===== src/rtl/ipi_mailbox.sv =====
module ipi_mailbox #(
  parameter int NUM_CORES = 4,
  parameter int ADDR_W    = 8
) (
  input  logic                 clk,
  input  logic                 rst_n,
  input  logic [ADDR_W-1:0]    bus_addr,
  input  logic                 bus_we,
  input  logic [31:0]          bus_wdata,
  output logic [31:0]          bus_rdata,
  output logic [NUM_CORES-1:0] irq
);
  localparam int IDX_W = ADDR_W - 3;

  logic [IDX_W-1:0] sel;
  logic             is_stat, valid, ctrl_wr, send, ack, dst_ok;
  logic [13:0]      dst;

  logic [NUM_CORES-1:0] pend;
  logic [13:0]          src_q [NUM_CORES];
  logic [15:0]          pay_q [NUM_CORES];

  assign sel     = bus_addr[ADDR_W-1:3];
  assign is_stat = bus_addr[2];
  assign valid   = (bus_addr[1:0] == 2'b00) && (32'(sel) < NUM_CORES);
  assign ctrl_wr = bus_we && valid && !is_stat;
  assign send    = ctrl_wr && bus_wdata[30];
  assign ack     = ctrl_wr && bus_wdata[31];
  assign dst     = bus_wdata[29:16];
  assign dst_ok  = 32'(dst) < NUM_CORES;
  assign irq     = pend;

  for (genvar c = 0; c < NUM_CORES; c++) begin : g_core
    logic hit, clr;
    assign hit = send && dst_ok && (dst == 14'(c));
    assign clr = ack && (sel == IDX_W'(c));

    always_ff @(posedge clk) begin
      if (!rst_n) begin
        pend[c]  <= 1'b0;
        src_q[c] <= '0;
        pay_q[c] <= '0;
      end else if (hit) begin
        pend[c]  <= 1'b1;
        src_q[c] <= 14'(sel);
        pay_q[c] <= bus_wdata[15:0];
      end else if (clr) begin
        pend[c]  <= 1'b0;
      end
    end
  end

  always_comb begin
    bus_rdata = '0;
    for (int c = 0; c < NUM_CORES; c++)
      if (valid && is_stat && sel == IDX_W'(c))
        bus_rdata = {1'b0, pend[c], src_q[c], pay_q[c]};
  end
endmodule


===== config.mk =====
export PLATFORM = sky130hd
export DESIGN_NAME = ipi_mailbox
export DESIGN_NICKNAME = d
export VERILOG_FILES = /design/src/rtl/ipi_mailbox.sv
export SDC_FILE = /design/constraint.sdc
export NUM_CORES = 1
export LEC_CHECK = 0
export ABC_AREA = 0
export ABC_CLOCK_PERIOD_IN_PS = 3200
export BUFFER_PORTS_ARGS = -buffer_cell sky130_fd_sc_hd__buf_2
export CORE_MARGIN = 10
export CORE_UTILIZATION = 50
export CTS_BUF_LIST = sky130_fd_sc_hd__clkbuf_4
export DETAILED_ROUTE_END_ITERATION = 16
export PLACE_DENSITY = 0.83
export SKIP_LAST_GASP = 1
export SLEW_MARGIN = 25
export SYNTH_ARGS = -nofsm -noshare
export SYNTH_HDL_FRONTEND = slang
export SYNTH_SLANG_ARGS = --single-unit

===== constraint.sdc =====
create_clock -name clk -period 3.2 [get_ports clk]
set_input_delay 0.48 -clock clk [delete_from_list [all_inputs] [get_ports clk]]
set_output_delay 0.48 -clock clk [all_outputs]
set_load 0.01 [all_outputs]

==> Word-level counts from Yosys, hierarchy flattened <==
Memory sizes are Yosys's and may differ from the RTL's.
Index checks and enable logic that the tools add are counted.
{ "word_totals": {"register_bits": 4, "latchBits": 0, "ramBits": 84, "mem_bits_ro": 0, "output_inout_bits": 36, "wordCells": 82, "memories": 2} }
{ "classes": {"add_sub_neg": 0, "multipliers": 0, "div": 0, "magnitude_cmp": 2, "n_eq_ne": 6, "shifts": 0, "mux": 33, "bitwise_logic": 8, "n_reduce_logical": 27} }
{ "memory_table": {"columns": ["memory", "words", "width", "read_ports", "rd_ports_with_merged_regs", "wr", "line", "text"], "rows": [
  ["pay_q", 4, 16, 4, 0, 4, "21", "logic [15:0] pay_q [NUM_CORES];"],
  ["src_q", 4, 5, 4, 0, 4, "20", "logic [13:0] src_q [NUM_CORES];"]
]} }
{ "ops": {"columns": ["operator", "count"], "rows": [
  ["$mux 32", 3],
  ["$mux 16", 4],
  ["$mux 31", 1],
  ["$eq 14x2->1 const B", 2],
  ["$mux 1", 21],
  ["$mux 5", 4],
  ["$logic_and 1x1->1", 19],
  ["$eq 14x1->1 const B", 1],
  ["$logic_not 14->1", 1],
  ["$lt 14x3->1 const B", 1],
  ["$eq 5x2->1 const B", 2],
  ["$or 1x1->1", 8],
  ["$reduce_bool 2->1", 4],
  ["$eq 5x1->1 const B", 1],
  ["$logic_not 5->1", 1],
  ["$lt 5x3->1 const B", 1],
  ["$logic_not 2->1", 1],
  ["$logic_not 1->1", 1]
]} }

==> Longest topological paths before layout <==
{ "depth": {"depth_word": 11, "depth_mapped": 6} }

==> Least setup slack after synthesis <==
No wires, ideal clock.
{ "synth_timing": {"path_kind": "input -> register", "start": "input port bus_wdata[25]", "end": "memory pay_q[2][0] (netlist: pay_q[1][0]) (enable)", "setup_time_ps": 378, "arrival_ps": 2001, "slack_ps": 821, "path_stages": 5, "cell_sequence": "nor4_4 > nand3_2 > buf_6 > or4_4 > nand2_1"} }
{ "synth_rtl": {"columns": ["item", "line", "text"], "rows": [
  ["start, declared", "9", "input logic [31:0] bus_wdata,"],
  ["end, declared", "21", null]
]} }

==> Worst setup path in the final report <==
{ "layout_timing": {"start": "input port bus_addr[3]", "end": "output port bus_rdata[0]"} }
{ "layout_between": {"elab_chain_cells": 8} }
{ "layout_rtl": {"columns": ["item", "line", "text"], "rows": [
  ["start, declared", "7", "input logic [ADDR_W-1:0] bus_addr,"],
  ["$lt 5x3->1", "25", "assign valid = (bus_addr[1:0] == 2'b00) && (32'(sel) < NUM_CORES);"],
  ["$logic_and 1x1->1", "25", null],
  ["$logic_and 1x1->1 (2 in series)", "56", "if (valid && is_stat && sel == IDX_W'(c))"],
  ["$mux 31", "56", null],
  ["$mux 32 (2 in series)", "56", null],
  ["$mux 32 *", "56", null],
  ["end, declared", "10", "output logic [31:0] bus_rdata,"]
]} }
Every way passes the cells marked *; elsewhere a longest branch is shown, timed or not.

==> key figures <==
Floorplan
  • Standard-cell rows: 34
  • Placeable core area: ~9000 µm²
  • Starting Density: approximately 52%
  • Die width: between 100 and 150 µm
  • Die area: roughly 13000 µm²
  • Die height: between 100 and 150 µm
  • Ports: between 70 and 80

Setup path
  • Kind of critical path: in -> out
  • Slowest cell on crit path: mux4_2
  • Critical path's most frequent cell: buf_2
  • Critical Path AT: 1940 ps
  • Crit-path cells: buf_2, buf_12, mux4_2, and3_1, buf_2
  • Worst path max stage delay: 540 ps
  • Worst Setup End Kind: output pin
  • CP required: 2720 ps
  • Crit path max fanout: 20
  • Startpoint types: input pin

Cells and area
  • Sequential cell area: between 2000 and 3000 µm²
  • Share of cells above drive strength 1: between 20 and 30%
  • # fillers: between 700 and 800
  • Multi-input logic area: around 1800 µm²
  • Final #Nets: about 470
  • P&R area growth vs syn: 13.7%

Synth
  • Warning count from the yosys run: 0
  • Syn Area/Cell: roughly 12 µm²
  • Area contributors post-synth: edfxtp_1 (55%), mux4_2 (11%), nor3_1 (6.8%)
  • Async S/R FF share, synth: 0%
  • Flops & latches, synth: 88
  • Share of the synthesized area in the top cell type: approximately 55%
  • Top FF cell, synth: edfxtp_1
  • Synth area leader: edfxtp_1
  • Cell Area, Synth: between 4000 and 5000 µm²
  • Seq/Total Area, Yosys: 56.7%
  • Gate Count Post-Synth: 369
  • Post-synth EDFFs: 84
  • Yosys cell types: 33

Timing
  • Final Hold Vio Count: 0
  • Setup WS post-layout: 785 ps
  • Slew @ Worst Pin: a little over 700 ps
  • Tmin final: around 2400 ps
  • Final slew viol count: 0
  • Fmax: a little over 400 MHz
  • Clock Skew: 0 ps
  • Hold WS: between 300 and 400 ps
  • Final period util: ~75%
  • # setup viols final: 0
  • Setup_tns: 0 ps
  • Slew headroom: about 53%
  • RSZ-0062 raised after global routing: no

Placement
  • Setup slack at placement: approximately 580 ps
  • Number of port buffers: 68
  • GPL Wtd Cong: roughly 0.76
  • Placed wire-length estimate: 7080 µm

Hold path
  • Hold Crit Class: in -> reg

CTS
  • Post-CTS Resized: 0
  • H-tree lvl count: 3
  • CTS buffer count: 9
  • Hold buffer count at CTS: 0
  • Clock transition at path regs: between 100 and 150 ps
  • Clk Latency, worst-skew pair: ~410 ps
  • CTS root buffer: clkbuf_4
  • Post-CTS Setup Bufs: 0
  • TritonCTS Sinks: between 80 and 90
  • Clock Tree Buf Depth: 2
  • TritonCTS clock tree: yes

GRT
  • Vias in the first global route: 3411
  • GR Util All Layers: 16.4%
  • Largest net degree at the start of global routing: between 60 and 70
  • Initial antenna violation count: 0
  • GRT overflow: 0
  • First-pass GRT wire length: around 17000 µm

Outcome
  • Status: complete, no violations

Route
  • # DRC: 0
  • TritonRoute pass-1 iters: 5
  • Met1 wire length: about 4400 µm
  • Met2 wire len: 5410 µm
  • Final wirelength: ~11000 µm
  • Max layer used: met4
  • Vias: approximately 3.3k
  • Iter 0 DRT Violations: 368
  • Met3 Wirelength: ~850 µm
  • Final ANT Viol Nets: 0
  • Vias per cell: 6.09
  • WL/cell: around 20 µm

Pwr
  • Worst VDD drop: roughly 0.22 mV
  • Static Leak: around 1.8 nW
  • PwrDens: 431 nW/µm²

Flow run
  • Max-Cap Viols: 0
## sequential cells by signal, indices dropped and copies added (netlist names)
register	count
irq	4
pay_q	64
src_q	20
## cell usage after synthesis, drive strengths merged, types with 2 or more instances
cell type,number
nand4b,11
dfxtp,4
nand3,18
o21ai,3
a21boi,3
nor3,63
buf,26
nand2,5
nand2b,4
nand4,38
nor2b,9
or4,2
and3,22
clkbuf,28
and2,12
or3,2
nor4,4
mux4,22
edfxtp,84
nor2,3
## cell families (layout without fill, tap and decap cells)
group	count (synthesis)	after routing	share of synthesized area, %
multiplexers	22	22	10.8
AO/OA/AOI/OAI	8	8	1.17
AND/OR/NAND/NOR	195	195	25.6
other	1	23	0.0817
buffers and inverters	55	100	5.64
flip-flops	88	88	56.7
## critical path: cells and delay by family
family,cells,cell delay (ps)
buffers and inverters,3,720
muxes,1,540
and+or+nand+nor,1,200
## through the flow
stage	utilization [%]	instances	total power, W	cell area (µm²)
2_1_floorplan	-	390	0.00149	4670
3_3_place_gp	57.1	527	0.00156	5050
3_5_place_dp	57.1	527	0.00158	5050
4_1_cts	59.0	543	0.00226	5220
5_1_grt	59.0	543	0.00233	5220
6_report	59.0	544	0.00225	5220
## metal layers
metal,global-route usage [%],vias to the layer above
li1,-,1548
met1,20.4,1615
met2,26.8,140
met3,4.60,11
met4,5.92,0
met5,0,-
## cells in the final DEF, fill, tap and decap left out, types with 12 or more instances in the layout
master / instances
edfxtp_1: 84
and2_1: 12
nand3_1: 17
buf_2: 68
mux4_2: 22
and3_1: 22
nor3_1: 62
conb_1: 22
nand4_1: 38
## where the power goes
part | switching (W) | internal [W] | total (W)
logic | 0.000127 | 0.0000924 | 0.000220
registers | 0.0000156 | 0.00132 | 0.00133
clock network | 0.000362 | 0.000335 | 0.000698
total | 0.000505 | 0.00174 | 0.00225
## final timing paths
kind / start / to / slack, ps / cells after the start
setup / recovery: bus_addr[3] / bus_rdata[0] / 780 / 5
hold / removal: rst_n / irq[0]$_SDFFE_PN0P_ / 360 / 2
setup reg to reg: irq[0]$_SDFFE_PN0P_ / irq[0]$_SDFFE_PN0P_ / 2500 / 2
hold reg to reg: irq[2]$_SDFFE_PN0P_ / irq[2]$_SDFFE_PN0P_ / 510 / 2
## area by class of cell
type | count | share of cell area, %
flip-flops and latches | 88 | 49.9
multi-input cells | 247 | 34.7
repair buffers | 83 | 9.64
well taps | 108 | 2.59
clock buffers | 11 | 1.58
clock inverters | 5 | 1.56
inverters | 1 | 0.0719
diodes | 1 | 0.0479
Note: power is estimated with default switching activity, not from simulation.
